`config.mk`:
```
export PLATFORM = sky130hd
export DESIGN_NAME = spi_byte_master
export DESIGN_NICKNAME = d
export VERILOG_FILES = /design/src/rtl/spi_byte_master.sv
export SDC_FILE = /design/constraint.sdc
export NUM_CORES = 1
export LEC_CHECK = 0
export BUFFER_PORTS_ARGS = -buffer_cell sky130_fd_sc_hd__buf_4
export CORE_MARGIN = 5
export CORE_UTILIZATION = 52
export CTS_BUF_LIST = sky130_fd_sc_hd__clkbuf_8
export DETAILED_ROUTE_END_ITERATION = 12
export PLACE_DENSITY_LB_ADDON = 0.2
export SLEW_MARGIN = 25
export SYNTH_ARGS = -nofsm -noshare
export SYNTH_HDL_FRONTEND = slang
export SYNTH_SLANG_ARGS = --single-unit
```
`constraint.sdc`:
```
create_clock -name clk -period 4.5 [get_ports clk]
set_clock_uncertainty 0.05 [all_clocks]
set_input_delay 0.675 -clock clk [delete_from_list [all_inputs] [get_ports clk]]
set_output_delay 0.675 -clock clk [all_outputs]
set_load 0.005 [all_outputs]
```
`src/rtl/spi_byte_master.sv`:
```
`timescale 1ns/1ps
module spi_byte_master #(
  parameter int DIV_LO = 16,
  parameter int DIV_HI = 128,
  parameter int AW = 5
) (
  input  logic          clk,
  input  logic          rst_n,
  input  logic [AW-1:0] bus_addr,
  input  logic          bus_wr,
  input  logic          bus_rd,
  input  logic [31:0]   bus_wdata,
  output logic [31:0]   bus_rdata,
  output logic          spi_sck,
  output logic          spi_mosi,
  input  logic          spi_miso,
  output logic          spi_cs_n
);
  localparam int CW = $clog2(DIV_HI * 32) + 1;
  localparam logic [AW-1:0] A_CTRL = AW'(8'h00);
  localparam logic [AW-1:0] A_STAT = AW'(8'h04);
  localparam logic [AW-1:0] A_MODE = AW'(8'h08);
  localparam logic [AW-1:0] A_TX   = AW'(8'h0C);
  localparam logic [AW-1:0] A_RX   = AW'(8'h10);
  localparam logic [AW-1:0] A_AUX  = AW'(8'h14);

  logic [7:0]    ctrl, aux, rx_data, tx_sh, rx_sh;
  logic          master, busy, rx_full, sck_q;
  logic [CW-1:0] hcnt;
  logic [4:0]    ecnt;

  wire           cpha    = ctrl[7];
  wire           cpol    = ctrl[6];
  wire [CW-1:0]  half_len = (ctrl[5] ? CW'(DIV_HI) : CW'(DIV_LO)) * (CW'(ctrl[4:0]) + CW'(1));
  wire           half_end = hcnt == half_len - CW'(1);
  wire           leading  = ~ecnt[0];
  wire           launch   = bus_wr && bus_addr == A_TX && master && !busy;
  wire           do_sample = leading ^ cpha;
  wire           do_shift  = cpha ? (leading && ecnt != 5'd0) : !leading;

  assign spi_sck  = busy ? sck_q : cpol;
  assign spi_mosi = tx_sh[7];
  assign spi_cs_n = ~busy;

  always_ff @(posedge clk or negedge rst_n) begin
    if (!rst_n) begin
      ctrl <= '0; aux <= '0; rx_data <= '0; tx_sh <= '0; rx_sh <= '0;
      master <= 1'b0; busy <= 1'b0; rx_full <= 1'b0; sck_q <= 1'b0;
      hcnt <= '0; ecnt <= '0;
    end else begin
      if (bus_wr && bus_addr == A_CTRL && !busy) ctrl <= bus_wdata[7:0];
      if (bus_wr && bus_addr == A_MODE) master <= bus_wdata[0];
      if (bus_wr && bus_addr == A_AUX) aux <= bus_wdata[7:0];
      if ((bus_wr && bus_addr == A_STAT && !bus_wdata[2]) || (bus_rd && bus_addr == A_RX))
        rx_full <= 1'b0;
      if (launch) begin
        busy  <= 1'b1;
        hcnt  <= '0;
        ecnt  <= '0;
        tx_sh <= bus_wdata[7:0];
        sck_q <= cpol;
      end else if (busy) begin
        if (half_end) begin
          hcnt <= '0;
          if (ecnt != 5'd16) begin
            sck_q <= ~sck_q;
            ecnt  <= ecnt + 5'd1;
            if (do_sample) rx_sh <= {rx_sh[6:0], spi_miso};
            if (do_shift)  tx_sh <= {tx_sh[6:0], 1'b0};
          end else begin
            busy    <= 1'b0;
            rx_data <= rx_sh;
            rx_full <= 1'b1;
          end
        end else begin
          hcnt <= hcnt + CW'(1);
        end
      end
    end
  end

  always_comb begin
    case (bus_addr)
      A_CTRL:  bus_rdata = {24'd0, ctrl};
      A_STAT:  bus_rdata = {29'd0, rx_full, 1'b0, busy};
      A_MODE:  bus_rdata = {31'd0, master};
      A_RX:    bus_rdata = {24'd0, rx_data};
      A_AUX:   bus_rdata = {24'd0, aux};
      default: bus_rdata = '0;
    endcase
  end

  a_r2_ctrl_frozen: assert property (@(posedge clk) disable iff (!rst_n)
    busy |=> $stable(ctrl));
  a_r3_sck_home: assert property (@(posedge clk) disable iff (!rst_n)
    $fell(busy) |-> sck_q == ctrl[6]);
  a_r4_edge_limit: assert property (@(posedge clk) disable iff (!rst_n)
    ecnt <= 5'd16);
  a_r5_master_only: assert property (@(posedge clk) disable iff (!rst_n)
    $rose(busy) |-> master);
  a_r8_full_on_done: assert property (@(posedge clk) disable iff (!rst_n)
    $fell(busy) |-> rx_full);
endmodule

```
After elaboration in Yosys (flattened, before gate mapping)
Index checks and enable logic that the tools add are counted.
{"block": "totals", "register_bits": 62, "elab_cells": 82}
{"block": "classes", "add_sub_neg": 4, "mul": 1, "n_eq_ne": 7, "n_mux": 29, "bitwise_logic": 6, "reduce_logical": 24}
{"cell": "$mux W8", "n": 6}
{"cell": "$pmux W8 S5", "n": 1}
{"cell": "$mux W13", "n": 3}
{"cell": "$mux W5", "n": 4}
{"cell": "$mux W1", "n": 15}
{"cell": "$add A13 B1 Y13 const B", "n": 1}
{"cell": "$eq A13 B13 Y1", "n": 1}
{"cell": "$mul A8 B6 Y13", "n": 1}
{"cell": "$sub A13 B1 Y13 const B", "n": 1}
{"cell": "$logic_and A1 B1 Y1", "n": 11}
{"cell": "$eq A5 B4 Y1 const B", "n": 2}
{"cell": "$eq A5 B5 Y1 const B", "n": 2}
{"cell": "$reduce_and A4 Y1", "n": 2}
{"cell": "$reduce_bool A2 Y1", "n": 4}
{"cell": "$add A5 B1 Y6 const B", "n": 1}
{"cell": "$add A5 B1 Y5 const B", "n": 1}
{"cell": "$eq A5 B3 Y1 const B", "n": 1}
{"cell": "$logic_not A5 Y1", "n": 1}
{"cell": "$ne A5 B5 Y1 const B", "n": 1}
{"cell": "$not A1 Y1", "n": 5}
{"cell": "$reduce_and A5 Y1", "n": 1}
{"cell": "$reduce_bool A5 Y1", "n": 1}
{"cell": "$reduce_and A3 Y1", "n": 1}
{"cell": "$logic_not A1 Y1", "n": 2}
{"cell": "other kinds (2)", "n": 2}

Longest topological paths before layout
{"block": "depth", "ltp_word": 9, "ltp_mapped": 17, "ltp_nobuf": 16}

Worst setup path after synthesis
Ideal clock, no wire load.
{"block": "synth_path", "path_type": "flip-flop to flip-flop", "start": "reg ctrl[0]", "end": "reg rx_sh[0]", "t_arrival_ps": 4603, "required_ps": 4325, "path_slack_ps": -278, "stages_incl_launch_ff": 18, "period_less_slack_ps": 4778, "path_cell_list": "dfrtp_1 -> ha_1 -> and3_1 -> xnor2_1 -> nor2_1 -> ha_1 -> xnor2_1 -> ha_1 -> ha_1 -> ha_1 -> clkbuf_2 -> xnor2_1 -> a2111oi_4 -> o211ai_1 -> or4_1 -> buf_6 -> nor4_4 -> mux2_2"}
{"block": "synth_via", "elab_chain_len": 5}
{"element": "start: declaration", "line": "27", "rtl": "logic [7:0] ctrl, aux, rx_data, tx_sh, rx_sh;"}
{"element": "start signal: assignment", "line": "51", "rtl": "if (bus_wr && bus_addr == A_CTRL && !busy) ctrl <= bus_wdata[7:0];"}
{"element": "$add A5 B1 Y6", "line": "34", "rtl": "wire [CW-1:0] half_len = (ctrl[5] ? CW'(DIV_HI) : CW'(DIV_LO)) * (CW'(ctrl[4:0]) + CW'(1));"}
{"element": "$mul A8 B6 Y13", "line": "34"}
{"element": "$sub A13 B1 Y13", "line": "35", "rtl": "wire half_end = hcnt == half_len - CW'(1);"}
{"element": "$eq A13 B13 Y1", "line": "35"}
{"element": "$reduce_and A5 Y1 (no line)"}
{"element": "end signal: assignment", "line": "68", "rtl": "if (do_sample) rx_sh <= {rx_sh[6:0], spi_miso};"}
{"element": "end: declaration", "line": "27"}
Every way passes these cells.
A chain may end at the register's enable or synchronous reset.

Worst setup path after layout
{"block": "layout_path", "start": "reg ctrl[0]", "end": "reg rx_sh[2]"}
The elaborated chain is that of the path after synthesis.

==> impl_metrics.toml <==
[place]
dpl_cell_area_mm2 = 0.004457
place_inst = 536
dpl.hpwl_um = 6458
buffer_ports.inserted = 28
gp_congestion = 0.8544
post_place_setup_slack_ns = -0.1168

[global_route]
met1_demand_to_capacity_share_in_global_routing = 0.2291
antenna_violations_before_repair = 0
track_usage = 0.1861
grt_start_max_net_pins = 63
first_global_vias = 3044
gr-max-usage-layer = "met2"
gr-usage-met3 = 0.04214
global_route.usage.met2 = 0.3162
grt_pass1_wl_um = 14480
grt-ovfl-total = 0

[cells_and_area]
number_of_fill_cells_in_the_layout = 635
post-route-cell-area_mm2 = 0.004776
syn_to_final_growth_pct = 19.02
share_of_final_layout_standard_cells_stronger_than_drive_strength_1 = 0.2794
fin_nets = 510
postLayoutCoreUtil = 0.6278
antennaDiodeCount = 0
final_cell_count_no_fill = 553

[critical_path]
critPathKind = "flip-flop to flip-flop"
r2r_start = "ctrl[0]$_DFFE_PN0P_"
required_time_worst_endpoint_ns = 4.68
rr_endpoint = "rx_sh[2]$_DFFE_PN0P_"
critPathLaunchType = "flip-flop"
ff2ff_setup_slack_ns = 0.17
timing.reg2reg.worst_path_depth = 16
cp.arrival_ns = 4.51
crit_path_max_fanout = 8
worst_setup_path_end_kind = "flip-flop"

[pwr]
p_seq_frac = 0.289
clk_network_pwr_share = 0.288
pwr-share-comb = 0.422
internal-power_w = 0.001479
net-switching-power_w = 0.0008030
power.ir.vdd_worst_v = 0.0003862
power_per_cell_area_mw_per_mm2 = 477.8
switching_share = 0.3520
static-leakage-power_nw = 2.157

[timing]
timing.final.ws_setup_ns = 0.1703
grt_setup_unrepaired = "yes"
max_clk_rate_ghz = 0.2310
final_min_period_over_clock_period = 0.9622
tightest_slew_ns = 0.7595
hold_violations = 0
finalCriticalPeriod_ns = 4.330
drv_slew = 0
final_setup_vio_count = 0
slew_headroom = 0.4918
fin_worst_hold_slack_ns = 0.3628

[floorplan]
fp.dieH_um = 97.85
coreArea_mm2 = 0.007607
row_count = 32
fp.dieW_um = 97.85
initial_core_util = 0.5275
die-area_mm2 = 0.009574
i_o_pins = 77

[synthesis]
synth.most_common_cell = "sky130_fd_sc_hd__dfrtp_1"
leading_post_synthesis_cells_by_cell_area = "sky130_fd_sc_hd__dfrtp_1, sky130_fd_sc_hd__mux2_2, sky130_fd_sc_hd__ha_1"
postSynth.topFlopCell = "sky130_fd_sc_hd__dfrtp_1"
synth_largest_area_cell = "sky130_fd_sc_hd__dfrtp_1"
yosysTopAreaCellShare = 0.3867
synth_warnings = 0
synth-seq-cells = 62
synth_cells = 400
mappedNetlistArea_mm2 = 0.004013
synth_async_sr_flop_share = 1.000
leading_cell_types_by_count_after_synthesis = "sky130_fd_sc_hd__dfrtp_1, sky130_fd_sc_hd__nand2_1, sky130_fd_sc_hd__mux2_2, sky130_fd_sc_hd__buf_4, sky130_fd_sc_hd__ha_1"
yosysUniqueCellTypes = 51
synth_area_per_cell_um2 = 10.03
ys_seq_area_frac = 0.3867
synth_enable_flop_cells = 0

[status]
run_status = "complete, no violations"

[clocking]
clock_tree.htree_level_count = 3
number_of_buffers_created_by_cts = 9
clk_pin_slew_worst_paths_ns = 0.07
cts_hold_repair.buffers = 0
clock_path_buffers = 2
cts_root_buffer = "sky130_fd_sc_hd__clkbuf_8"
tritoncts_num_sinks = 62
tritoncts = "done"
insertion_delay_ns = 0.34

[flow_run]
timing.max_cap.violations = 0

[hold_path]
hold_wc_path_type = "input port to asynchronous set/reset pin"

[detailed_routing]
drt_iter0_markers = 108
route.vias.total = 3045
drt-wirelength-per-cell_um = 15.74
route.final.wire_length_um = 8705
via_per_inst = 5.506
drt_drc_violations_left = 0
drtPass1Iterations = 4
drtAntennaViolNets = 0
## flip-flops by register name, indices dropped and copies added, names as in the netlist
| signal | flops |
|---|---|
| sck_q | 1 |
| rx_full | 1 |
| hcnt | 13 |
| rx_data | 8 |
| master | 1 |
| rx_sh | 8 |
| busy | 1 |
| aux | 8 |
| ecnt | 5 |
| tx_sh | 8 |
| ctrl | 8 |
## power groups by stage
| stage | registers [W] | clock network, W | logic (W) |
|---|---|---|---|
| 6_report | 0.000660 | 0.000658 | 0.000963 |
| 3_3_place_gp | 0.000666 | 0 | 0.000895 |
| 4_1_cts | 0.000660 | 0.000669 | 0.000925 |
| 3_5_place_dp | 0.000670 | 0 | 0.000909 |
| 5_1_grt | 0.000670 | 0.000695 | 0.00107 |
| 2_1_floorplan | 0.000658 | 0 | 0.000712 |
## area by class of cell
type	instances	area, um^2	share of cell area
multi-input combinational	313	2390	0.5004
timing repair buffer	50	400.4	0.08384
sequential	62	1551	0.3249
clock buffer	9	123.9	0.02594
inverter	10	37.54	0.007860
clock inverter	7	145.1	0.03039
tap	102	127.6	0.02672
## worst max path at each step
stage                         from                    to  slack, ns  cells after the start
6_report       ctrl[0]$_DFFE_PN0P_  rx_sh[2]$_DFFE_PN0P_       0.17                     16
5_1_grt        ctrl[1]$_DFFE_PN0P_  rx_sh[2]$_DFFE_PN0P_     -0.008                     16
4_1_cts        ctrl[0]$_DFFE_PN0P_  rx_sh[4]$_DFFE_PN0P_       0.01                     16
3_5_place_dp   ctrl[1]$_DFFE_PN0P_  rx_sh[1]$_DFFE_PN0P_      -0.12                     16
3_3_place_gp   ctrl[1]$_DFFE_PN0P_  rx_sh[7]$_DFFE_PN0P_      -0.06                     16
2_1_floorplan  ctrl[0]$_DFFE_PN0P_  rx_sh[0]$_DFFE_PN0P_      -0.03                     17
## routing by layer
metal	routed length [um]	part of all wire
met1	3802	0.44
met2	4308	0.49
met3	412	0.047
met4	181	0.021
met5	0	0
## critical path, stage by stage, from the launching register on
cell and delay [ns]:
sky130_fd_sc_hd__dfrtp_1 0.40, sky130_fd_sc_hd__ha_2 0.21, sky130_fd_sc_hd__and3_4 0.19, sky130_fd_sc_hd__xnor2_2 0.17, sky130_fd_sc_hd__nor2_2 0.07, sky130_fd_sc_hd__ha_1 0.28
sky130_fd_sc_hd__xnor2_1 0.13, sky130_fd_sc_hd__ha_1 0.32, sky130_fd_sc_hd__ha_4 0.29, sky130_fd_sc_hd__ha_4 0.22, sky130_fd_sc_hd__xnor2_4 0.15, sky130_fd_sc_hd__a2111oi_4 0.34
sky130_fd_sc_hd__o211ai_1 0.18, sky130_fd_sc_hd__or4_4 0.49, sky130_fd_sc_hd__nor4_4 0.21, sky130_fd_sc_hd__buf_12 0.19, sky130_fd_sc_hd__mux2_4 0.30
## repair_timing
| action | CTS | global route |
|---|---|---|
| gates resized for setup | 2 | 4 |
| buffers inserted | 0 | 1 |
| setup endpoints to repair | 24 | 38 |
| cloned | 0 | 0 |
## stage by stage
step	TNS [ns]	power [W]
floorplan	-0.2737	0.001370
global placement	-0.8567	0.001561
detailed placement	-1.620	0.001578
CTS	0	0.002254
global route	-0.01130	0.002439
finish	0	0.002282
## cells by family (layout without fill, tap and decap cells)
family	Yosys count	after routing	synth area share
buffers and inverters	48	76	0.06985
multiplexers	43	43	0.1188
XOR/XNOR	35	35	0.07639
AND/OR/NAND/NOR	138	138	0.1815
adder cells (fa/ha/maj)	22	22	0.06860
AO/OA/AOI/OAI	51	51	0.09729
other	1	24	0.0009346
flip-flops	62	62	0.3867
## layout by cell type, fill, tap and decap left out, drive strengths merged, types with 3 or more instances in the layout
master,Yosys,layout
buf,26,50
nand2,54,54
nor3,16,16
or2,3,3
clkbuf,12,9
a22o,8,8
nand4,11,11
o21ai,12,12
xor2,16,16
ha,22,22
mux2i,6,6
bufinv,0,4
nor4,5,5
a31oi,3,3
mux2,37,37
xnor2,19,19
nand3,11,11
and2,3,3
nand2b,8,8
nor2,12,12
o211ai,8,8
a32o,3,3
a21oi,4,4
inv,10,11
conb,1,24
dfrtp,62,62
Power figures use the tool's default switching activity.
